**src/rtl/chop_pkg.sv**
```systemverilog
package chop_pkg;

    // Emitter phase; the encoding is also the sign selector (1 = add)
    typedef enum logic {
        PH_DARK = 1'b0,
        PH_LIT  = 1'b1
    } phase_e;

    typedef enum logic {
        SW_UP   = 1'b0,
        SW_DOWN = 1'b1
    } sweep_dir_e;

    // Sweep excursion in clocks for a given base half-period and percentage
    function automatic int span_of(input int base, input int pct);
        return (base * pct) / 100;
    endfunction

    // Offset change per half-period so that one ramp spans 2*span
    function automatic int step_of(input int span, input int halves);
        int s;
        s = (halves > 0) ? (2 * span) / halves : 0;
        return s;
    endfunction

endpackage

```
**src/rtl/chop_sweep.sv**
```systemverilog
module chop_sweep
    import chop_pkg::*;
#(
    parameter int HALF_BASE = 25000,
    parameter int SPAN      = 1500,
    parameter int STEP      = 150,
    parameter int CW        = 15
) (
    input  logic          clk,
    input  logic          rst,
    input  logic          adv,
    output logic [CW-1:0] half_len
);

    localparam logic signed [CW:0] SPAN_S = (CW+1)'(SPAN);
    localparam logic signed [CW:0] STEP_S = (CW+1)'(STEP);
    localparam logic signed [CW:0] BASE_S = (CW+1)'(HALF_BASE);

    logic signed [CW:0] ofs_q;
    logic signed [CW:0] len_s;
    sweep_dir_e         dir_q;

    always_ff @(posedge clk) begin
        if (rst) begin
            ofs_q <= '0;
            dir_q <= SW_UP;
        end else if (adv) begin
            if (dir_q == SW_UP) begin
                if (ofs_q + STEP_S > SPAN_S) begin
                    dir_q <= SW_DOWN;
                    ofs_q <= ofs_q - STEP_S;
                end else begin
                    ofs_q <= ofs_q + STEP_S;
                end
            end else begin
                if (ofs_q - STEP_S < -SPAN_S) begin
                    dir_q <= SW_UP;
                    ofs_q <= ofs_q + STEP_S;
                end else begin
                    ofs_q <= ofs_q - STEP_S;
                end
            end
        end
    end

    assign len_s    = BASE_S + ofs_q;
    assign half_len = len_s[CW-1:0];


    offset_range_chk: assert property (@(posedge clk) disable iff (rst)
        (ofs_q <= SPAN_S) && (ofs_q >= -SPAN_S));


    offset_step_chk: assert property (@(posedge clk) disable iff (rst)
        adv |=> ((ofs_q == $past(ofs_q) + STEP_S) || (ofs_q == $past(ofs_q) - STEP_S)));

endmodule

```
**src/rtl/chop_phase.sv**
```systemverilog
module chop_phase
    import chop_pkg::*;
#(
    parameter int CW = 15
) (
    input  logic          clk,
    input  logic          rst,
    input  logic [CW-1:0] half_len,
    output phase_e        phase,
    output logic          edge_o
);

    logic [CW-1:0] cnt_q;
    phase_e        ph_q;
    logic          last;

    assign last = ((cnt_q + 1'b1) >= half_len);

    always_ff @(posedge clk) begin
        if (rst) begin
            cnt_q <= '0;
            ph_q  <= PH_DARK;
        end else if (last) begin
            cnt_q <= '0;
            ph_q  <= (ph_q == PH_LIT) ? PH_DARK : PH_LIT;
        end else begin
            cnt_q <= cnt_q + 1'b1;
        end
    end

    assign phase  = ph_q;
    assign edge_o = last;


    cnt_bound_chk: assert property (@(posedge clk) disable iff (rst)
        cnt_q < half_len);


    toggle_gap_chk: assert property (@(posedge clk) disable iff (rst)
        (ph_q != $past(ph_q)) |=> (ph_q == $past(ph_q)));

endmodule

```
**src/rtl/chop_avg.sv**
```systemverilog
module chop_avg
    import chop_pkg::*;
#(
    parameter int W     = 12,
    parameter int SHIFT = 4
) (
    input  logic                clk,
    input  logic                rst,
    input  logic                edge_i,
    input  phase_e              phase,
    input  logic                vld,
    input  logic signed [W-1:0] samp,
    output logic signed [W:0]   est,
    output logic                est_vld
);

    localparam int XW = W + 1;
    localparam int DW = W + 2;

    logic                 skip_q;
    logic                 take;
    logic signed [XW-1:0] sx;
    logic signed [DW-1:0] diff;
    logic signed [DW-1:0] stepv;
    logic signed [DW-1:0] ysum;
    logic signed [XW-1:0] y_q;
    logic                 est_vld_q;

    assign take = vld && !skip_q;

    always_comb begin
        sx    = (phase == PH_LIT) ? XW'(samp) : -XW'(samp);
        diff  = DW'(sx) - DW'(y_q);
        stepv = diff >>> SHIFT;
        ysum  = DW'(y_q) + stepv;
    end

    always_ff @(posedge clk) begin
        if (rst) begin
            skip_q    <= 1'b1;
            y_q       <= '0;
            est_vld_q <= 1'b0;
        end else begin
            if (edge_i) skip_q <= 1'b1;
            else if (vld) skip_q <= 1'b0;
            if (take) y_q <= ysum[XW-1:0];
            est_vld_q <= take;
        end
    end

    assign est     = y_q;
    assign est_vld = est_vld_q;


    est_hold_chk: assert property (@(posedge clk) disable iff (rst)
        !est_vld_q |-> (y_q == $past(y_q)));


    settle_skip_chk: assert property (@(posedge clk) disable iff (rst)
        ($past(edge_i) && vld) |=> !est_vld_q);

endmodule

```
**src/rtl/chop_canceller.sv**
```systemverilog
module chop_canceller
    import chop_pkg::*;
#(
    parameter int SAMP_W      = 12,
    parameter int AVG_SHIFT   = 4,
    parameter int HALF_BASE   = 25000,
    parameter int SPAN_PCT    = 6,
    parameter int RAMP_HALVES = 20
) (
    input  logic                     clk,
    input  logic                     rst,
    input  logic                     samp_vld,
    input  logic signed [SAMP_W-1:0] samp,
    output logic                     emit_on,
    output logic signed [SAMP_W:0]   est,
    output logic                     est_vld
);

    localparam int SPAN = span_of(HALF_BASE, SPAN_PCT);
    localparam int STEP = step_of(SPAN, RAMP_HALVES);
    localparam int CW   = $clog2(HALF_BASE + SPAN + 1);

    logic [CW-1:0] half_len;
    phase_e        phase;
    logic          chop_edge;

    chop_sweep #(
        .HALF_BASE (HALF_BASE),
        .SPAN      (SPAN),
        .STEP      (STEP),
        .CW        (CW)
    ) i_sweep (
        .clk      (clk),
        .rst      (rst),
        .adv      (chop_edge),
        .half_len (half_len)
    );

    chop_phase #(
        .CW (CW)
    ) i_phase (
        .clk      (clk),
        .rst      (rst),
        .half_len (half_len),
        .phase    (phase),
        .edge_o   (chop_edge)
    );

    chop_avg #(
        .W     (SAMP_W),
        .SHIFT (AVG_SHIFT)
    ) i_avg (
        .clk     (clk),
        .rst     (rst),
        .edge_i  (chop_edge),
        .phase   (phase),
        .vld     (samp_vld),
        .samp    (samp),
        .est     (est),
        .est_vld (est_vld)
    );

    assign emit_on = (phase == PH_LIT);


    reset_state_chk: assert property (@(posedge clk)
        rst |=> (!emit_on && (est == '0) && !est_vld));

endmodule

```
**config.mk**
```make
export PLATFORM = sky130hd
export DESIGN_NAME = chop_canceller
export DESIGN_NICKNAME = d
export VERILOG_FILES = /design/src/rtl/chop_pkg.sv /design/src/rtl/chop_sweep.sv /design/src/rtl/chop_phase.sv /design/src/rtl/chop_avg.sv /design/src/rtl/chop_canceller.sv
export SDC_FILE = /design/constraint.sdc
export NUM_CORES = 1
export LEC_CHECK = 0
export BUFFER_PORTS_ARGS = -buffer_cell sky130_fd_sc_hd__buf_2
export CORE_UTILIZATION = 40
export DETAILED_ROUTE_END_ITERATION = 6
export PLACE_DENSITY = 0.58
export SETUP_SLACK_MARGIN = 0.02
export SYNTH_ARGS = -nofsm -noshare
export SYNTH_HDL_FRONTEND = slang
export SYNTH_SLANG_ARGS = --single-unit
export TNS_END_PERCENT = 10
```
**constraint.sdc**
```tcl
create_clock -name clk -period 14.31 [get_ports clk]
set_input_delay 1.431 -clock clk [delete_from_list [all_inputs] [get_ports clk]]
set_output_delay 1.431 -clock clk [all_outputs]
set_load 0.005 [all_outputs]
```
Word level (Yosys, flattened, before mapping)
Cells that the tools add are included.
{"block": "totals", "output_inout_bits": 15, "wordCells": 28, "reg_bits": 48, "in_bits": 15}
{"block": "classes", "addsub": 7, "n_lt_le_gt_ge": 3, "mux": 8, "reduce_logical": 3}
{"op": "two-way mux 16 bit", "n": 3}
{"op": "adder 16 x 9 -> 16 bit (second input constant)", "n": 1}
{"op": "greater-than comparator 16 x 12 -> 1 bit (second input constant)", "n": 1}
{"op": "< comparator 16 x 12 -> 1 bit (second input constant)", "n": 1}
{"op": "subtractor 16 x 9 -> 16 bit (second input constant)", "n": 1}
{"op": "adder 14 x 15 -> 15 bit (first input constant)", "n": 1}
{"op": "adder 15 x 1 -> 15 bit (second input constant)", "n": 1}
{"op": ">= comparator 15 bit", "n": 1}
{"op": "subtractor 13 x 13 -> 14 bit", "n": 1}
{"op": "adder 13 x 10 -> 13 bit", "n": 1}
{"op": "two-way mux 13 bit", "n": 1}
{"op": "negator 12 -> 13 bit", "n": 1}
{"op": "two-way mux 1 bit", "n": 4}
{"op": "OR reduction 2 bit", "n": 1}
{"op": "logical AND 1 bit", "n": 1}
{"op": "zero test 1 bit", "n": 1}

Logic depth before layout (Yosys ltp)
Gate-level depths: netlist of run 1.
{"block": "logic_depth", "word_depth": 4, "mapped_depth": 24}

By module
From an unflattened synthesis of run 1, not the netlist that was laid out.
{"block": "hier_totals", "hier_cells": 630, "hier_area_um2": 4966.0}
{"mod": "chop_sweep", "area_each_um2": 1975.6, "n_inst": 1, "seq_area_each_um2": 320.3, "cells_each": 265}
{"mod": "chop_avg", "area_each_um2": 1841.8, "n_inst": 1, "seq_area_each_um2": 300.3, "cells_each": 241}
{"mod": "chop_phase", "area_each_um2": 1148.6, "n_inst": 1, "seq_area_each_um2": 320.3, "cells_each": 124}

Worst setup path after synthesis of run 1
No wires, ideal clock.
{"block": "synth_timing", "path_kind": "input to register", "startpoint": "in samp[0]", "endpoint": "reg i_avg.y_q[12], in the netlist i_avg.est[12]", "path_buffers": 0, "path_slack_ns": 8.809, "arrival_ns": 5.380, "t_required_ns": 14.189, "setup_time_ns": 0.121, "stages": 22, "path_cell_list": "inv_1 > ha_1 > nand2b_1 > nor4_1 > nor2_1 > xnor2_1 > ha_1 > or2_2 > a21oi_1 > inv_1 > o211a_1 > o31ai_1 > nor2b_1 > xnor2_1 > ha_1 > nand3_1 > nand2_1 > a41oi_1 > o21ai_0 > or2_2 > mux2_2 > mux2_2"}
{"block": "synth_between", "elab_chain_cells": 4}
{"item": "start, declared", "line_no": "chop_canceller.sv:13", "source": "input logic signed [SAMP_W-1:0] samp,"}
{"item": "negator 12 -> 13 bit", "line_no": "chop_avg.sv:32", "source": "sx = (phase == PH_LIT) ? XW'(samp) : -XW'(samp);"}
{"item": "two-way mux 13 bit (*)", "line_no": "chop_avg.sv:32"}
{"item": "subtractor 13 x 13 -> 14 bit (*)", "line_no": "chop_avg.sv:33", "source": "diff = DW'(sx) - DW'(y_q);"}
{"item": "adder 13 x 10 -> 13 bit (*)", "line_no": "chop_avg.sv:35", "source": "ysum = DW'(y_q) + stepv;"}
{"item": "end signal, assigned", "line_no": "chop_avg.sv:46", "source": "if (take) y_q <= ysum[XW-1:0];"}
{"item": "end, declared", "line_no": "chop_avg.sv:26", "source": "logic signed [XW-1:0] y_q;"}
Every way passes the cells marked *; elsewhere a longest branch is shown, timed or not.
A chain may end at the register's enable or synchronous reset.

Final worst setup path of run 1
{"block": "layout_timing", "startpoint": "in samp[1]", "endpoint": "reg i_avg.y_q[12], in the netlist i_avg.est[12]"}
The elaborated chain is that of the path after synthesis.

==> impl_metrics.py, run 1 <==
metrics = {
    "yosys": {
        "netlist_area_mm2": 0.00456,
        "synth-seq-area-share_pct": 20.6,
        "post_synth_xor_area_fraction_pct": 10.6,
        "synth-edff-count": 0,
        "ys_types": 68,
        "ys_warn_count": 0,
        "syn_inst": 593,
        "synth-main-ff-cell": "dfxtp_1",
        "synth_compound_gate_area_share_pct": 22.3,
        "ys_ff_latch": 47,
        "synth_async_sr_flop_share_pct": 0,
        "synth_fa_ha_area_share_pct": 13.3,
        "syn_nets": 656,
        "yosys.area_share.simple_pct": 22.4,
        "synth_top_family_by_area": "simple AND/OR/NAND/NOR gates",
        "synth_area_per_cell_um2": 7.69,
        "synthMuxAreaShare_pct": 4.75,
    },
    "hold_path": {
        "hp-start": "i_avg.skip_q",
        "holdPathStages": 1,
        "min_to": "i_avg.skip_q",
        "min_path_type": "reg2reg",
    },
    "place": {
        "gp_congestion": 0.814,
        "hpwlAfterDp_um": 7790,
        "port_buffers": 29,
        "pre_cts_ws_ps": 8180,
    },
    "run": {
        "maxCapViolCount": 0,
    },
    "route": {
        "ant_nets": 0,
        "wl_per_cell_um": 13.9,
        "dr.first_iter.drc_count": 206,
        "drt_drc_violations_left": 0,
        "dr.pass1.iters": 5,
        "num_vias": 4073,
        "wl_um": 10300,
        "via_per_inst": 5.50,
    },
    "sta": {
        "worst_pin_slew_ps": 971,
        "hold_ws_ps": 478,
        "min_period_over_period_pct": 40.5,
        "tns_ps": 0,
        "fmax_ghz": 0.172,
        "rsz0062_at_grt": "false",
        "maxSlewViolCount": 0,
        "slew_headroom_pct": 35.0,
        "hold_viol_final": 0,
        "fin_ws_ps": 8510,
        "timing.final.crit_period_ps": 5800,
        "fin_skew_ps": 7.86,
        "final-setup-viol-count": 0,
    },
    "clocking": {
        "clk_path_buf_depth": 2,
        "clk_pin_slew_ps": 60,
        "cts_num_sinks": 47,
        "ctsHoldBuffers": 0,
        "cts_setup_buffers": 0,
        "ctsResizeCount": 0,
        "cts_max_level": 2,
        "cts-root-buf": "clkbuf_16",
        "insertion_delay_ps": 290,
        "cts_tree": "built",
        "cts_buffers": 5,
    },
    "setup_path": {
        "worstSetupEndpointType": "flop",
        "reg2reg_depth": 18,
        "r2r_end": "i_avg.est[12]",
        "critPathMaxFanout": 6,
        "worst-r2r-setup-slack_ps": 9520,
        "startpoint_type": "primary input",
        "required_ps": 14490,
        "crit_type": "in2reg",
        "arrival_ps": 5980,
        "r2r_start": "i_phase.phase",
    },
    "grt": {
        "grt-ovfl-total": 0,
        "track_usage_pct": 18.6,
        "antenna_found_initial": 0,
        "grt_pass1_vias": 3827,
        "grt_pass1_wl_um": 17800,
        "grt_max_degree": 38,
    },
    "power_and_ir_drop": {
        "finalPower_mw": 0.370,
        "ir_worst_vdd_mv": 0.0542,
        "p_switching_mw": 0.109,
        "internal_power_mw": 0.262,
        "seqPwrFrac_pct": 38.0,
        "pwr_density_cell_mw_per_mm2": 75.3,
        "switching_share_pct": 29.3,
        "p_leak_nw": 2.06,
        "combPwrFrac_pct": 27.2,
        "pwr-share-clk_pct": 34.9,
    },
    "floorplanning": {
        "die_area_mm2": 0.0118,
        "ios": 30,
        "std_cell_rows": 38,
        "start_util_pct": 41.5,
        "dieHeight_um": 109,
        "core_mm2": 0.0110,
        "die_w_um": 109,
    },
    "finish": {
        "layout-drive-gt1-share_pct": 9.17,
        "antennaDiodeCount": 0,
        "fin_nets": 663,
        "syn2layout_area_growth_pct": 7.88,
    },
    "status": {
        "status": "finished clean",
    },
}
Yosys cell counts (3+ instances only):
| cell | n | share of area (%) |
|---|---|---|
| nand2b_1 | 6 | 0.82 |
| o211ai_1 | 4 | 0.66 |
| buf_2 | 10 | 1.1 |
| ha_1 | 47 | 13 |
| inv_1 | 36 | 3.0 |
| o21ai_1 | 6 | 0.66 |
| xnor2_1 | 32 | 6.1 |
| o21a_1 | 3 | 0.49 |
| o21bai_1 | 3 | 0.49 |
| nor3_1 | 12 | 1.3 |
| nor3b_1 | 3 | 0.49 |
| a211oi_1 | 13 | 2.1 |
| mux2i_1 | 10 | 2.2 |
| mux2_2 | 3 | 0.74 |
| o21ai_0 | 19 | 2.1 |
| nand4_1 | 3 | 0.41 |
| nand2_1 | 47 | 3.9 |
| dfxtp_1 | 47 | 21 |
| nand3_1 | 26 | 2.9 |
| clkbuf_1 | 15 | 1.2 |
| nor2b_1 | 21 | 2.9 |
| a21o_1 | 15 | 2.5 |
| or3_1 | 14 | 1.9 |
| mux2_4 | 4 | 1.3 |
| xor2_1 | 23 | 4.4 |
| or2_2 | 4 | 0.55 |
| o31ai_1 | 4 | 0.66 |
| buf_1 | 3 | 0.25 |
| nor2_1 | 52 | 4.3 |
| and3_1 | 11 | 1.5 |
| a21oi_1 | 48 | 5.3 |
metrics by stage:
step           util [%]  area, um2  std cells
6_report           44.8       4920        740
3_5_place_dp       43.3       4760        733
2_1_floorplan         -       4560        593
4_1_cts            44.8       4920        740
3_3_place_gp       43.3       4760        733
5_1_grt            44.8       4920        740
worst max-delay path by stage:
| stage | startpoint | end | slack (ps) | cells past startpoint |
|---|---|---|---|---|
| floorplan | samp[0] | i_avg.est[12] | 8810 | 22 |
| global placement | samp[0] | i_avg.est[12] | 8330 | 23 |
| detailed placement | samp[0] | i_avg.est[12] | 8180 | 23 |
| CTS | samp[1] | i_avg.est[12] | 8490 | 23 |
| global route | samp[1] | i_avg.est[12] | 8140 | 23 |
| finish | samp[1] | i_avg.est[12] | 8510 | 23 |
worst max-delay path, stage by stage:
cell      delay (ps)
buf_2            110
inv_1             50
ha_1             160
nand2b_1          90
nor4_1           500
nor2_1           110
xnor2_1          150
ha_1             320
or2_2            310
a21oi_1          180
inv_1             60
o211a_1          150
o31ai_1          330
nor2b_1          200
xnor2_1          130
ha_1             310
nand3_1           90
nand2_1           50
a41oi_1          250
o21ai_0          160
or2_2            290
mux2_2           260
mux2_2           260
cell families after synthesis:
family,Yosys count
multiplexers,19
flip-flops,47
adder cells (fa/ha/maj),48
buffers and inverters,67
AND/OR/NAND/NOR,208
AO/OA/AOI/OAI,149
XOR/XNOR,55
cell type report:
class	count	area, um2
clock buffers	6	129
fillers	1104	6060
multi-input cells	479	3350
well taps	140	175
inverters	37	139
clock inverters	1	30.0
repair buffers	30	153
flip-flops and latches	47	941
metal layers:
| metal | track usage, % | routed length [um] | share of wire [%] | vias up |
|---|---|---|---|---|
| li1 | - | - | - | 2107 |
| met1 | 23.5 | 4790 | 46 | 1893 |
| met2 | 33.5 | 5100 | 49 | 64 |
| met3 | 2.57 | 330 | 3.2 | 9 |
| met4 | 3.86 | 94 | 0.91 | 0 |
| met5 | 0 | 0 | 0 | - |
power by group through the flow:
stage | sequential, mW | clock, mW | combinational, mW
floorplan | 0.143 | 0 | 0.0781
global placement | 0.144 | 0 | 0.0977
detailed placement | 0.144 | 0 | 0.100
CTS | 0.141 | 0.134 | 0.101
global route | 0.141 | 0.140 | 0.115
finish | 0.141 | 0.129 | 0.101
state kept, by name (all words and copies together), names as in the netlist:
name	cells
i_phase.cnt_q	15
i_avg.skip_q	1
i_sweep.dir_q	1
i_avg.est_vld	1
i_phase.phase	1
i_sweep.ofs_q	15
i_avg.est	13
cell usage in the layout, fill, tap and decap left out, types with 11 or more instances in the layout:
cell type / Yosys / routed
nor2_1: 52 / 52
a21oi_1: 48 / 48
nand2_1: 47 / 47
ha_1: 47 / 47
dfxtp_1: 47 / 47
inv_1: 36 / 36
xnor2_1: 32 / 32
buf_2: 10 / 29
nand3_1: 26 / 26
xor2_1: 23 / 23
nor2b_1: 21 / 21
o21ai_0: 19 / 19
a21o_1: 15 / 15
or3_1: 14 / 14
a211oi_1: 13 / 13
nor3_1: 12 / 12
and3_1: 11 / 11
(Power assumes the default switching activity.)
==> run 2, diff against run 1 <==
==> constraint.sdc (replaced) <==
create_clock -name clk -period 5.7 [get_ports clk]
set_input_delay 0.57 -clock clk [delete_from_list [all_inputs] [get_ports clk]]
set_output_delay 0.57 -clock clk [all_outputs]
set_load 0.005 [all_outputs]
==> run 2 against run 1 <==
  * First-iteration DRC count shrank 2.4%
  * Clock-buffer cell count up 2
  * Via count fell by 0.37%
  * Combinational power increased by 150%
  * Worst setup slack got worse by 7800 ps
  * Critical path depth unchanged
==> impl_metrics.py, run 2 (synthesis gave the netlist of run 1 again) <==
metrics = {
    "route": {
        "dr.first_iter.drc_count": 201,
        "dr_wl_met2_um": 5090,
        "num_vias": 4058,
        "drt-met1-wl_um": 4780,
        "dr.pass1.iters": 4,
        "ant_nets": 0,
        "wl_per_cell_um": 13.8,
        "route.met3.wl_um": 290,
        "wl_um": 10200,
        "routed.top_layer": "met4",
        "drt_drc_violations_left": 0,
        "via_per_inst": 5.47,
    },
    "place": {
        "gp_congestion": 0.796,
        "port_buffers": 29,
        "hpwlAfterDp_um": 7830,
    },
    "setup_path": {
        "worst-r2r-setup-slack_ps": 1090,
        "crit_slowest_cell": "nor4_1",
        "arrival_ps": 5150,
        "path_cells": "buf_2 > inv_1 > ha_1 > nand2b_1 > nor4_1 > nor2_1 > xnor2_1 > ha_1 > or2_2 > a21oi_1 > inv_1 > o211a_1 > o31ai_1 > nor2b_1 > xnor2_1 > ha_1 > nand3_1 > nand2_1 > a41oi_1 > o21ai_0 > or2_2 > mux2_2 > mux2_2",
        "crit_type": "in2reg",
        "startpoint_type": "primary input",
        "required_ps": 5880,
        "r2r_start": "i_phase.phase",
        "critPathBufInv": 3,
        "r2r_end": "i_avg.est[12]",
        "critPathMaxFanout": 6,
        "cp_top_family": "simple AND/OR/NAND/NOR gates",
        "critPathMaxStageDelay_ps": 510,
        "worstSetupEndpointType": "flop",
        "startpoint": "samp[0]",
        "crit_top_cell": "ha_1",
        "reg2reg_depth": 19,
    },
    "finish": {
        "syn2layout_area_growth_pct": 7.99,
        "final_cell_mix": "nor2_1, a21oi_1, nand2_1, ha_1, dfxtp_1",
        "final_util_pct": 44.8,
        "fin_nets": 664,
        "antennaDiodeCount": 0,
        "final_common_cell": "nor2_1",
        "layout-drive-gt1-share_pct": 9.47,
    },
    "sta": {
        "final-setup-viol-count": 0,
        "hold_viol_final": 0,
        "tns_ps": 0,
        "fin_skew_ps": 5.43,
        "worst_pin_slew_ps": 943,
        "fmax_ghz": 0.201,
        "rsz0062_at_grt": "false",
        "timing.final.crit_period_ps": 4970,
        "slew_headroom_pct": 36.9,
        "min_period_over_period_pct": 87.3,
        "maxSlewViolCount": 0,
    },
    "clocking": {
        "cts_max_level": 2,
        "cts_num_sinks": 47,
        "cts-root-buf": "clkbuf_16",
        "cts_buffers": 5,
        "cts_setup_buffers": 0,
        "clk_pin_slew_ps": 60,
        "ctsHoldBuffers": 0,
        "cts_tree": "built",
        "insertion_delay_ps": 290,
        "clk_path_buf_depth": 2,
        "ctsResizeCount": 0,
    },
    "floorplanning": {
        "std_cell_rows": 38,
        "die_w_um": 109,
        "ios": 30,
        "core_mm2": 0.0110,
        "dieHeight_um": 109,
        "die_area_mm2": 0.0118,
        "start_util_pct": 41.5,
    },
    "grt": {
        "grt_pass1_wl_um": 17600,
        "grt-ovfl-total": 0,
        "track_usage_pct": 18.3,
        "grt_pass1_vias": 3771,
        "grt_max_degree": 38,
        "antenna_found_initial": 0,
    },
    "hold_path": {
        "holdPathStages": 1,
        "min_to": "i_avg.skip_q",
        "hp-start": "i_avg.skip_q",
        "min_path_type": "reg2reg",
    },
    "power_and_ir_drop": {
        "pwr_density_cell_mw_per_mm2": 185,
        "p_leak_nw": 2.06,
        "ir_worst_vdd_mv": 0.133,
    },
    "run": {
        "maxCapViolCount": 0,
    },
    "status": {
        "status": "finished clean",
    },
}
-- run 2: changes by cell type in the layout (fill, tap and decap cells not counted) --
cell	before	now
clkbuf_8	0	2
bufinv_16	1	0
buf_4	1	2
-- run 2: area by class of cell --
class                   count  area, um2
fillers                  1093       6060
repair buffers             31        160
flip-flops and latches     47        941
inverters                  37        139
multi-input cells         479       3350
clock buffers               8        156
well taps                 140        175
-- run 2: power by group --
part           internal (mW)  switching [mW]
registers              0.340          0.0134
logic                  0.113           0.139
clock network          0.187           0.121
total                  0.639           0.273
-- run 2: worst max-delay path by stage --
stage,to,depth (start not counted)
floorplan,i_avg.est[12],22
global placement,i_avg.est[12],23
detailed placement,i_avg.est[12],23
CTS,i_avg.est[12],23
global route,i_avg.est[12],23
finish,i_avg.est[12],23
-- run 2: worst register-to-register path, cell delays in order (launching register included) --
cell,delay (ps)
dfxtp_1,310
buf_4,200
mux2_2,360
ha_1,270
a21o_1,150
a21oi_1,200
nor2b_1,80
o21a_1,180
nor2_1,110
xnor2_1,120
fa_1,440
a21o_1,170
a21oi_1,280
o21ai_0,150
a21o_1,190
a41oi_1,300
o21ai_0,160
or2_2,290
mux2_2,270
mux2_2,260
-- run 2: layer usage --
metal / GRT usage, % / up-vias
li1: - / 2112
met5: 0 / -
met4: 3.47 / 0
met3: 2.69 / 9
met1: 22.9 / 1879
met2: 33.4 / 58
-- run 2: metrics by stage --
stage	power [mW]	std cells	worst slack, ps	cell area (um2)	hold WS, ps
5_1_grt	0.971	742	365	4920	499
2_1_floorplan	0.554	593	1060	4560	441
4_1_cts	0.923	742	743	4920	474
3_3_place_gp	0.606	734	585	4770	454
3_5_place_dp	0.612	734	440	4770	459
6_report	0.913	742	726	4920	470
==> run 3, diff against run 2 <==
--- a/config.mk
+++ b/config.mk
@@ -8,6 +8,7 @@
 export BUFFER_PORTS_ARGS = -buffer_cell sky130_fd_sc_hd__buf_2
 export CORE_UTILIZATION = 40
 export DETAILED_ROUTE_END_ITERATION = 6
+export MAX_ROUTING_LAYER = met4
 export PLACE_DENSITY = 0.58
 export SETUP_SLACK_MARGIN = 0.02
 export SYNTH_ARGS = -nofsm -noshare
==> run 3 against run 2 <==
  * Die area unchanged
  * First-iteration DRC count rose by 1.5%
  * Non-clock buffer count is the same
  * Total power about the same
  * Critical endpoint unchanged
  * Routed wire length grew 0.38%
  * Global-route usage rose by 0.54 points
  * Final cell count unchanged
  * Critical path type unchanged
  * Register-to-register slack improved by 20 ps
  * Final area unchanged
  * Clock power about the same
==> impl_metrics.py, run 3 (synthesis gave the netlist of run 1 again) <==
metrics = {
    "status": {
        "status": "finished clean",
    },
    "place": {
        "gp_congestion": 0.807,
        "dpl-instance-area_mm2": 0.00477,
        "port_buffers": 29,
        "hpwlAfterDp_um": 7830,
    },
    "route": {
        "ant_nets": 0,
        "via_per_inst": 5.46,
        "wl_um": 10300,
        "dr.first_iter.drc_count": 204,
        "wl_per_cell_um": 13.9,
        "drt_drc_violations_left": 0,
        "num_vias": 4050,
        "dr.pass1.iters": 4,
    },
    "sta": {
        "fmax_ghz": 0.201,
        "fin_skew_ps": 6.79,
        "final-setup-viol-count": 0,
        "slew_headroom_pct": 36.7,
        "worst_pin_slew_ps": 946,
        "min_period_over_period_pct": 87.2,
        "rsz0062_at_grt": "false",
        "timing.final.crit_period_ps": 4970,
        "tns_ps": 0,
        "hold_viol_final": 0,
        "maxSlewViolCount": 0,
    },
    "floorplanning": {
        "ios": 30,
        "start_util_pct": 41.5,
        "std_cell_rows": 38,
        "die_w_um": 109,
        "die_area_mm2": 0.0118,
        "dieHeight_um": 109,
        "core_mm2": 0.0110,
    },
    "clocking": {
        "cts_setup_buffers": 0,
        "cts_buffers": 5,
        "clk_path_buf_depth": 2,
        "cts-root-buf": "clkbuf_16",
        "ctsHoldBuffers": 0,
        "cts_max_level": 2,
        "cts_tree": "built",
        "clk_pin_slew_ps": 60,
        "ctsResizeCount": 0,
        "insertion_delay_ps": 290,
        "cts_num_sinks": 47,
    },
    "power_and_ir_drop": {
        "seqPwrFrac_pct": 38.7,
        "internal_power_mw": 0.639,
        "switching_share_pct": 30.0,
        "p_switching_mw": 0.274,
        "p_leak_nw": 2.06,
        "finalPower_mw": 0.913,
        "pwr_density_cell_mw_per_mm2": 185,
        "ir_worst_vdd_mv": 0.134,
        "combPwrFrac_pct": 27.5,
        "pwr-share-clk_pct": 33.8,
    },
    "finish": {
        "final_area_mm2": 0.00492,
        "final_common_cell": "nor2_1",
        "layout-drive-gt1-share_pct": 9.47,
        "final_cell_mix": "nor2_1, a21oi_1, nand2_1, ha_1, dfxtp_1",
        "antennaDiodeCount": 0,
        "syn2layout_area_growth_pct": 7.99,
        "fill_cells": 1093,
        "fin_nets": 664,
    },
    "grt": {
        "grt_pass1_vias": 3769,
        "grt-ovfl-total": 0,
        "grt_max_degree": 38,
        "track_usage_pct": 18.9,
        "grt_pass1_wl_um": 17600,
        "antenna_found_initial": 0,
    },
    "hold_path": {
        "min_path_type": "reg2reg",
    },
    "setup_path": {
        "worstSetupEndpointType": "flop",
        "crit_type": "in2reg",
        "required_ps": 5880,
        "startpoint_type": "primary input",
        "critPathMaxFanout": 6,
        "arrival_ps": 5150,
    },
    "run": {
        "maxCapViolCount": 0,
    },
}
-- run 3: final cells by class --
class / count / area, um2 / area share [%]
Timing Repair Buffer: 31 / 160 / 3.25
Inverter: 37 / 139 / 2.82
Multi-Input combinational cell: 479 / 3350 / 68.1
Clock buffer: 8 / 156 / 3.18
Tap cell: 140 / 175 / 3.56
Sequential cell: 47 / 941 / 19.1
-- run 3: metrics by stage --
step	hold WS (ps)	instances	util (%)	setup WS, ps
finish	470	742	44.8	730
floorplan	441	593	-	1060
detailed placement	459	734	43.4	440
global placement	454	734	43.4	585
CTS	474	742	44.8	743
global route	499	742	44.8	365
-- run 3: power groups by stage --
stage / logic (mW) / registers [mW] / clock network, mW
3_5_place_dp: 0.251 / 0.361 / 0
2_1_floorplan: 0.196 / 0.358 / 0
3_3_place_gp: 0.245 / 0.361 / 0
4_1_cts: 0.253 / 0.353 / 0.317
6_report: 0.251 / 0.353 / 0.309
5_1_grt: 0.287 / 0.355 / 0.329
-- run 3: path summary, 6_finish.rpt --
kind / from / slack (ps) / to / cells past startpoint
setup / recovery: samp[0] / 730 / i_avg.est[12] / 23
hold / removal: i_avg.skip_q / 470 / i_avg.skip_q / 1
setup reg to reg: i_phase.phase / 1110 / i_avg.est[12] / 19
hold reg to reg: i_avg.skip_q / 470 / i_avg.skip_q / 1
-- run 3: critical path, stage by stage --
cell and delay (ps):
buf_2 110, inv_1 50, ha_1 160, nand2b_1 90
nor4_1 510, nor2_1 110, xnor2_1 160, ha_1 310
or2_2 310, a21oi_1 190, inv_1 60, o211a_1 150
o31ai_1 330, nor2b_1 200, xnor2_1 130, ha_1 310
nand3_1 90, nand2_1 50, a41oi_1 260, o21ai_0 160
or2_2 290, mux2_2 260, mux2_2 260
-- run 3: layer usage --
metal  up-vias  GRT usage [%]  wire length [um]
met3         9           2.63               286
met4         0           3.47                88
met5         -              -                 0
li1       2111              -                 -
met2        54           33.4              5090
met1      1876           22.9              4820
